$ cat src/rtl/fence_gate_pkg.sv
package fence_gate_pkg;
  typedef enum logic [1:0] {
    OPK_LOAD   = 2'b00,
    OPK_STORE  = 2'b01,
    OPK_SWAP_W = 2'b10,
    OPK_SWAP_B = 2'b11
  } opk_e;

  typedef struct packed {
    logic x;
    logic c;
    logic b;
  } page_attr_t;
endpackage

$ cat src/rtl/fence_classify.sv
module fence_classify
  import fence_gate_pkg::*;
(
  input  logic [1:0] kind,
  input  logic       ax,
  input  logic       ac,
  input  logic       ab,
  input  logic       xlat_on,
  output logic       barrier
);
  page_attr_t eff;
  logic load_rule;
  logic store_rule;
  opk_e k;

  // With translation off the attributes behave as all zero.
  always_comb begin
    eff.x = ax & xlat_on;
    eff.c = ac & xlat_on;
    eff.b = ab & xlat_on;
  end

  always_comb begin
    k          = opk_e'(kind);
    load_rule  = ~eff.c;
    store_rule = (~eff.c) & (eff.x ~^ eff.b);
    case (k)
      OPK_LOAD:   barrier = load_rule;
      OPK_STORE:  barrier = store_rule;
      OPK_SWAP_W,
      OPK_SWAP_B: barrier = load_rule | store_rule;
      default:    barrier = 1'b1;
    endcase
  end
endmodule

$ cat src/rtl/outstanding_ctr.sv
module outstanding_ctr #(
  parameter int DEPTH = 8,
  localparam int CW = $clog2(DEPTH + 1)
) (
  input  logic          clk,
  input  logic          rst,
  input  logic          inc,
  input  logic          dec,
  output logic [CW-1:0] cnt,
  output logic          empty,
  output logic          full
);
  localparam logic [CW-1:0] TOP = CW'(DEPTH);

  logic do_inc;
  logic do_dec;

  assign empty  = (cnt == '0);
  assign full   = (cnt == TOP);
  assign do_inc = inc & ~full;
  assign do_dec = dec & ~empty;

  always_ff @(posedge clk) begin
    if (rst) begin
      cnt <= '0;
    end else if (do_inc && !do_dec) begin
      cnt <= cnt + 1'b1;
    end else if (do_dec && !do_inc) begin
      cnt <= cnt - 1'b1;
    end
  end
endmodule

$ cat src/rtl/fence_ctrl.sv
module fence_ctrl (
  input  logic clk,
  input  logic rst,
  input  logic offer,
  input  logic barrier,
  input  logic empty,
  input  logic full,
  input  logic cpl,
  output logic ready,
  output logic fire
);
  logic pend;

  assign ready = ~pend & ~full & (~barrier | empty);
  assign fire  = offer & ready;

  always_ff @(posedge clk) begin
    if (rst) begin
      pend <= 1'b0;
    end else if (fire && barrier) begin
      pend <= 1'b1;
    end else if (cpl) begin
      pend <= 1'b0;
    end
  end
endmodule

$ cat src/rtl/fence_gate.sv
module fence_gate #(
  parameter int DEPTH = 8
) (
  input  logic       clk,
  input  logic       rst,
  input  logic       op_valid,
  input  logic [1:0] op_kind,
  input  logic       attr_x,
  input  logic       attr_c,
  input  logic       attr_b,
  input  logic       mmu_on,
  input  logic       cpl_valid,
  output logic       issue_ready
);
  localparam int CW = $clog2(DEPTH + 1);

  logic          is_fence;
  logic          fire;
  logic [CW-1:0] out_cnt;
  logic          cnt_empty;
  logic          cnt_full;

  fence_classify u_cls (
    .kind    (op_kind),
    .ax      (attr_x),
    .ac      (attr_c),
    .ab      (attr_b),
    .xlat_on (mmu_on),
    .barrier (is_fence)
  );

  outstanding_ctr #(.DEPTH(DEPTH)) u_ctr (
    .clk   (clk),
    .rst   (rst),
    .inc   (fire),
    .dec   (cpl_valid),
    .cnt   (out_cnt),
    .empty (cnt_empty),
    .full  (cnt_full)
  );

  fence_ctrl u_ctl (
    .clk     (clk),
    .rst     (rst),
    .offer   (op_valid),
    .barrier (is_fence),
    .empty   (cnt_empty),
    .full    (cnt_full),
    .cpl     (cpl_valid),
    .ready   (issue_ready),
    .fire    (fire)
  );
endmodule

$ cat config.mk
export PLATFORM = sky130hd
export DESIGN_NAME = fence_gate
export DESIGN_NICKNAME = d
export VERILOG_FILES = /design/src/rtl/fence_gate_pkg.sv /design/src/rtl/fence_classify.sv /design/src/rtl/outstanding_ctr.sv /design/src/rtl/fence_ctrl.sv /design/src/rtl/fence_gate.sv
export SDC_FILE = /design/constraint.sdc
export NUM_CORES = 1
export LEC_CHECK = 0
export CORE_AREA = 2 2 39 41
export DETAILED_ROUTE_END_ITERATION = 7
export DIE_AREA = 0 0 41 43
export DONT_BUFFER_PORTS = 1
export PLACE_DENSITY_LB_ADDON = 0.3
export SKIP_LAST_GASP = 1
export SLEW_MARGIN = 15
export SYNTH_ARGS = -nofsm -noshare
export SYNTH_HDL_FRONTEND = slang
export SYNTH_SLANG_ARGS = --single-unit
$ cat constraint.sdc
create_clock -name clk -period 5.65 [get_ports clk]
set_input_delay 1.695 -clock clk [delete_from_list [all_inputs] [get_ports clk]]
set_output_delay 1.695 -clock clk [all_outputs]
set_load 0.05 [all_outputs]
## Yosys cells after proc, flatten, opt, wreduce, memory -nomap -nowiden

Cells that the tools add are included.

- Flip-flop bits (word level): 5
- Input port bits: 10
- Output and inout port bits: 1
- Logic and storage cells: 40

- Add/subtract/negate cells: 2
- Equal/unequal tests: 4
- Mux-type cells: 5
- Bitwise logic cells: 17
- Reduce and logical (&&, ||, !) cells: 10

Operators by type and width:

| operator | count |
|---|---|
| $and A1 B1 Y1 | 9 |
| $mux W4 | 2 |
| $not A1 Y1 | 5 |
| $add A4 B1 Y4 const B | 1 |
| $eq A2 B2 Y1 const B | 2 |
| $eq A4 B4 Y1 const B | 1 |
| $logic_not A4 Y1 | 1 |
| $reduce_bool A2 Y1 | 2 |
| $sub A4 B1 Y4 const B | 1 |
| $logic_and A1 B1 Y1 | 3 |
| $pmux W1 S3 | 1 |
| $eq A2 B1 Y1 const B | 1 |
| $logic_not A1 Y1 | 2 |
| $logic_not A2 Y1 | 1 |
| $mux W1 | 2 |
| $or A1 B1 Y1 | 2 |
| $reduce_or A2 Y1 | 1 |
| $xnor A1 B1 Y1 | 1 |

## Longest topological paths before layout

Gate-level depths: netlist of the first run.

- Depth in word-level cells: 14
- Gate-level depth with buffers: 11
- Mapped depth without buffers: 11

## By module

From an unflattened synthesis of the first run, not the netlist that was laid out.

- Cell total of the unflattened synthesis: 40
- Area total of the unflattened synthesis: 386.6 um^2

By module, submodules not included:

| module | times used | cells each | area an instance (um^2) | sequential area each (um^2) |
|---|---|---|---|---|
| outstanding_ctr | 1 | 30 | 290.3 | 80.1 |
| fence_ctrl | 1 | 7 | 72.6 | 20.0 |
| fence_classify | 1 | 3 | 23.8 | 0.0 |

## Least setup slack after synthesis of the first run

No wires, ideal clock.

- Path kind: input to output
- From: input attr_b
- To: output issue_ready
- Arrival time: 2738 ps
- Required time: 3955 ps
- Path slack: 1217 ps
- Stages: 4
- Buffers on the path: 0
- Path through: xor2_1 -> a31o_2 -> a31oi_1 -> nor2_1

- Word-level cells in the longest chain between the ends: 8

RTL lines:

| item | RTL line | text |
|---|---|---|
| from (decl) | fence_gate.sv:10 | `input logic attr_b,` |
| $and A1 B1 Y1 (*) | fence_classify.sv:20 | `eff.b = ab & xlat_on;` |
| $xnor A1 B1 Y1 (*) | fence_classify.sv:26 | `store_rule = (~eff.c) & (eff.x ~^ eff.b);` |
| $and A1 B1 Y1 (*) | fence_classify.sv:26 |  |
| $or A1 B1 Y1 | fence_classify.sv:31 | `OPK_SWAP_B: barrier = load_rule \| store_rule;` |
| $pmux W1 S3 (*) | fence_classify.sv:27 | `case (k)` |
| $not A1 Y1 (*) | fence_ctrl.sv:14 | `assign ready = ~pend & ~full & (~barrier \| empty);` |
| $or A1 B1 Y1 (*) | fence_ctrl.sv:14 |  |
| $and A1 B1 Y1 (*) | fence_ctrl.sv:14 |  |
| to (decl) | fence_gate.sv:13 | `output logic issue_ready` |

Every way passes the cells marked *; elsewhere a longest branch is shown, timed or not.

## Worst setup path after layout of the first run

Ends and elaborated chain as after synthesis.

==> results by group, run 1 <==
Logic synthesis
  – Asr flop ratio synth: 0%
  – Synth top area share: 27.8%
  – Synth Cell Area: 360 sq um
  – Synth Flop Type: dfxtp_1
  – Leading cell types by total area after synthesis: dfxtp_1, ha_1, nor2_1
  – Count of cell types in the netlist: 23
  – Avg Cell Area, Syn: 9.01 sq um
  – Syn Nets: 54
  – Seq cells post-synth: 5
  – Synth warnings: 0
  – Post-synth top cells: nor2_1, dfxtp_1, ha_1
  – Area leader, netlist: dfxtp_1
  – Number of flops mapped to enable cells by yosys: 0
  – Top-count cell post-synth: nor2_1
  – Post-Synthesis Cells: 40
  – Post-synthesis sequential area ratio: 27.8%

Floorplanning
  – Vertical die dimension: 43 um
  – Horiz. Die Dim: 41 um
  – Die area: 1760 sq um
  – Site Rows: 14
  – Boundary pin count: 11
  – Initial Util: 26.0%
  – CORE AREA: 1380 sq um

Finish
  – Post-route cell area: 403 sq um
  – Layout cells sized above 1: 16.3%
  – N_diodes: 0
  – Synth-to-Final Area Change: 11.8%
  – Final nets: 58

STA
  – Fin crit period: 4460 ps
  – Fmax: 224 MHz
  – # setup viols final: 0
  – RSZ-0062 raised after global routing: no
  – Max_slew headroom: 41.4%
  – Clock skew: 3.47 ps
  – Hold Fails Final Rpt: 0
  – Final Cycle Share: 79.0%
  – Sum of negative setup slack: 0 ps
  – Worst-Margin Slew: 875 ps
  – Final Slew Violations: 0

GRT
  – Largest net degree at the start of global routing: 7
  – First-pass GRT wire length: 1.01 mm
  – GRT Overall Usage: 9.15%
  – Congestion Overflow GR: 0
  – Grt met1 use: 11.3%
  – Number of global-route vias before repair: 267
  – Most crowded layer after global routing: met1
  – Met2 usage in global routing: 10.9%
  – Initial antenna violation count: 0
  – Grt met3 use: 6.28%

Clock tree
  – Setup Buffers After CTS: 0
  – Hold buffer count at CTS: 0
  – Post-CTS sizing: 0
  – CTS tree: built
  – H-tree depth: 1
  – Worst-Skew Late Latency: 240 ps
  – Longest Clk Path Bufs: 2
  – CTS buffer count: 3
  – Worst-path clk slew: 40 ps
  – Clock sinks: 5
  – Root buf cell: clkbuf_4

Pwr
  – Peak VDD IR: 0.000209 V
  – Cell area power density: 592 nW/um^2
  – Lkg Pwr: 0.170 nW

Worst setup path
  – Crit-path slowest cell: nor2_1
  – R2R Path End: u_ctr.cnt[3]
  – FF-to-FF path depth: 10
  – CP max FO: 2
  – Worst EP arrival: 2770 ps
  – Crit. End Element: primary output
  – Critical path class: input pin to primary output
  – Worst setup SP type: input pin
  – Req. time, crit path: 3950 ps
  – R2r setup slk: 3040 ps
  – Reg2reg start: u_ctr.cnt[0]
  – Crit-path cells: xor2_1, a31o_2, a31oi_1, nor2_1
  – Slowest stage delay, CP: 680 ps

Routing
  – 1st-iter DRT viols: 0
  – Post-DRT Antenna Nets: 0
  – First-pass DRT Iterations: 1
  – DR vias: 282
  – Number of remaining DRC errors: 0
  – Wire per inst: 10.1 um
  – Final WL: 597 um
  – Vias per cell: 4.78

Min path
  – HP Class: flop to flop
  – Hold Path Origin: u_ctr.cnt[3]
  – WHS Endpoint: u_ctr.cnt[3]
  – Hold Path Stages: 2

Placement
  – Post-DP HPWL: 518 um
  – Port Buffers: 0
  – Dpl cell area: 377 sq um
  – GPL Wtd Cong: 0.691

Run status
  – Run status: finished, final reports clean

Job
  – MaxCap Viol Count: 0
==> final cells by class <==
type | instances | area (sq um)
multi-input combinational | 32 | 249
clock buffer | 4 | 26.3
inverter | 2 | 7.51
tap | 16 | 20.0
sequential | 5 | 100
fill | 152 | 981
==> per-layer routing <==
layer | wire (um) | vias up
met5 | 0 | -
met4 | 7 | 0
met3 | 71 | 2
met2 | 216 | 13
met1 | 302 | 118
li1 | - | 149
==> flip-flops by register name, summed over array words and instances (netlist names) <==
name        cells
u_ctr.cnt       4
u_ctl.pend      1
==> logic make-up (layout without fill, tap and decap cells) <==
kind of cell / Yosys count / in the layout / share of synthesized area, %
AO/OA/AOI/OAI: 9 / 9 / 18.1
XOR/XNOR: 3 / 3 / 7.29
adder cells (fa/ha/maj): 4 / 4 / 16.0
buffers and inverters: 3 / 6 / 3.12
flip-flops: 5 / 5 / 27.8
multiplexers: 2 / 2 / 5.90
AND/OR/NAND/NOR: 14 / 14 / 21.9
==> worst max-delay path by stage <==
stage | cells after the start | start | to
6_report | 4 | attr_b | issue_ready
5_1_grt | 4 | attr_x | issue_ready
4_1_cts | 4 | attr_b | issue_ready
3_5_place_dp | 4 | attr_b | issue_ready
3_3_place_gp | 4 | attr_b | issue_ready
2_1_floorplan | 4 | attr_b | issue_ready
==> layout by cell type (no fill, tap or decap), drive strengths merged <==
cell type / count
nor3b: 1
nor4: 1
xor2: 2
mux2: 1
inv: 2
fa: 1
nand2: 1
dfxtp: 5
xnor2: 1
a31oi: 2
clkbuf: 4
o21ba: 1
mux2i: 1
nand3: 1
ha: 3
a31o: 1
or3: 1
a21oi: 2
nor2: 7
a211oi: 2
o21ai: 1
nor2b: 2
==> worst max-delay path: cells and delay by family <==
family,cells,cell delay [ps]
AND/OR/NAND/NOR,1,680
AO/OA/AOI/OAI,2,280
XOR/XNOR,1,120
==> stage by stage <==
step                power [W]  setup WS (ps)  hold WS, ps  utilization [%]  std cells
global placement     0.000200           1180          556             27.2         55
floorplan            0.000181           1220          521                -         40
CTS                  0.000243           1170          583             29.1         59
detailed placement   0.000201           1170          577             27.2         55
global route         0.000265           1080          615             29.1         59
finish               0.000238           1190          581             29.1         59
==> report_power, final <==
group	internal, W	switching [W]	total [W]
logic	0.0000581	0.0000783	0.000136
clock network	0.0000266	0.0000136	0.0000402
registers	0.0000466	0.0000151	0.0000616
Power figures use the tool's default switching activity.
==> inputs of run 2 (changes only) <==
Clock period 5.65 ns to 3.6 ns, I/O delays scaled along.
==> results by group, run 2 (synthesis gave the netlist of run 1 again) <==
GRT
  – Number of global-route vias before repair: 248 (-7.1%)
  – Grt met3 use: 6.28% (unchanged)
  – Initial antenna violation count: 0 (unchanged)
  – Grt met1 use: 10.8% (-0.54 points)
  – First-pass GRT wire length: 917 um (-9.6%)
  – Congestion Overflow GR: 0 (unchanged)
  – Largest net degree at the start of global routing: 7 (unchanged)
  – Met2 usage in global routing: 9.38% (-1.6 points)
  – Most crowded layer after global routing: met1
  – GRT Overall Usage: 8.48% (-0.68 points)

Finish
  – Layout cells sized above 1: 18.2% (+1.9 points)
  – Largest reg by FF count: u_ctr.cnt
  – Post-route cell area: 410 sq um (+1.9%)
  – Area occupied by multi-input gates: 249 sq um (unchanged)
  – Synth-to-Final Area Change: 13.9%
  – Final nets: 59 (+1.7%)
  – Fillers: 150 (-1.3%)
  – Commonest non-fill, non-tap cell in the layout: nor2_1
  – Largest registers: u_ctr.cnt: 4 flops, u_ctl.pend: 1 flops
  – Register area: 100 sq um (unchanged)
  – N_diodes: 0 (unchanged)
  – Max FFs per register: 4 (unchanged)
  – Most frequent cells in the layout: nor2_1, dfxtp_1, ha_1, clkbuf_4
  – Post-route insts no fill: 60 (+1.7%)

Worst setup path
  – Critical path class: input pin to flop
  – Slowest stage delay, CP: 340 ps (-340 ps)
  – CP max FO: 4 (+2)
  – Worst EP arrival: 3140 ps (+370 ps)
  – Worst setup SP type: input pin
  – Crit. End Element: flop
  – Crit-path cells: xor2_1, a31o_2, a31oi_1, nor3b_1, ha_1, inv_1, ha_1, a21oi_2, a211oi_1, a31oi_1, mux2_1
  – Crit-path slowest cell: mux2_1
  – Req. time, crit path: 3730 ps (-220 ps)

Clock tree
  – Worst-path clk slew: 40 ps (about the same)
  – Setup Buffers After CTS: 0 (unchanged)
  – Hold buffer count at CTS: 0 (unchanged)
  – Post-CTS sizing: 0 (unchanged)
  – CTS tree: built
  – Longest Clk Path Bufs: 2 (unchanged)
  – H-tree depth: 1 (unchanged)
  – Worst-Skew Late Latency: 240 ps (about the same)
  – CTS buffer count: 3 (unchanged)
  – Root buf cell: clkbuf_4
  – Clock sinks: 5 (unchanged)

Routing
  – Final WL: 557 um (-6.7%)
  – Wire per inst: 9.28 um (-8.3%)
  – 1st-iter DRT viols: 5 (+5)
  – Post-DRT Antenna Nets: 0 (unchanged)
  – Number of remaining DRC errors: 0 (unchanged)
  – First-pass DRT Iterations: 4 (+3)
  – DR vias: 284 (+0.71%)
  – Vias per cell: 4.73 (-0.97%)

STA
  – Max_slew headroom: 82.4% (+41 points)
  – RSZ-0062 raised after global routing: no
  – Worst-Margin Slew: 263 ps (-613 ps)
  – # setup viols final: 0 (unchanged)
  – Clock skew: 1.35 ps (-2.12 ps)
  – Final Cycle Share: 83.7%
  – Final Worst Setup Slack: 587 ps (-599 ps)
  – Final Slew Violations: 0 (unchanged)
  – Fmax: 332 MHz
  – Fin crit period: 3010 ps
  – Sum of negative setup slack: 0 ps (unchanged)
  – Hold Fails Final Rpt: 0 (unchanged)

Placement
  – Post-DP HPWL: 467 um (-9.9%)
  – GPL Wtd Cong: 0.626 (-9.4%)
  – DP Cell Count: 56 (+1.8%)
  – Dpl cell area: 384 sq um (+2.0%)
  – Pre-CTS WS: 312 ps (-861 ps)
  – Port Buffers: 0 (unchanged)

Run status
  – Run status: finished, final reports clean

Pwr
  – Cell area power density: 943 nW/um^2 (+59%)
  – Lkg Pwr: 0.175 nW (+2.8%)
  – Peak VDD IR: 0.000404 V (+93%)
  – Overall power: 0.000387 W (+62%)

Min path
  – HP Class: flop to flop

Floorplanning
  – Boundary pin count: 11 (unchanged)
  – Horiz. Die Dim: 41 um (unchanged)
  – Vertical die dimension: 43 um (unchanged)
  – Initial Util: 26.0% (unchanged)
  – Site Rows: 14 (unchanged)
  – CORE AREA: 1380 sq um (unchanged)
  – Die area: 1760 sq um (unchanged)

Job
  – MaxCap Viol Count: 0 (unchanged)
[run 2: cell type report]
cell class	count	share of cell area (%)
sequential	5	24.4
multi-input combinational	32	60.7
timing repair buffer	1	1.83
tap	16	4.88
clock buffer	4	6.40
inverter	2	1.83
[run 2: power by group]
group	total [W]	switching, W	internal, W
Clock	0.0000653	0.0000234	0.0000419
Combinational	0.000226	0.000125	0.000101
Sequential	0.0000954	0.0000223	0.0000730
[run 2: critical path: cells and delay by family]
family                   cells  cell delay, ps
multiplexers                 1             340
AND/OR/NAND/NOR              1              70
adder cells (fa/ha/maj)      2             510
XOR/XNOR                     1             140
buffers and inverters        1             130
AO/OA/AOI/OAI                5             880
[run 2: final timing paths]
check | startpoint | endpoint | slack [ps] | cells past startpoint
setup reg to reg | u_ctr.cnt[0] | u_ctr.cnt[3] | 1010 | 10
hold / removal | u_ctr.cnt[2] | u_ctr.cnt[2] | 560 | 2
setup / recovery | attr_x | u_ctr.cnt[3] | 590 | 11
hold reg to reg | u_ctr.cnt[2] | u_ctr.cnt[2] | 560 | 2
[run 2: metrics by stage]
step / hold slack [ps] / util, %
after floorplan: 521 / -
after global placement: 551 / 27.8
after detailed placement: 553 / 27.8
after CTS: 563 / 29.7
after global routing: 617 / 29.7
final: 561 / 29.7
[run 2: routing by layer]
| layer | routed length, um | share of wire, % |
|---|---|---|
| met5 | 0 | 0 |
| met4 | 0 | 0 |
| met3 | 73 | 13 |
| met2 | 200 | 36 |
| met1 | 284 | 51 |
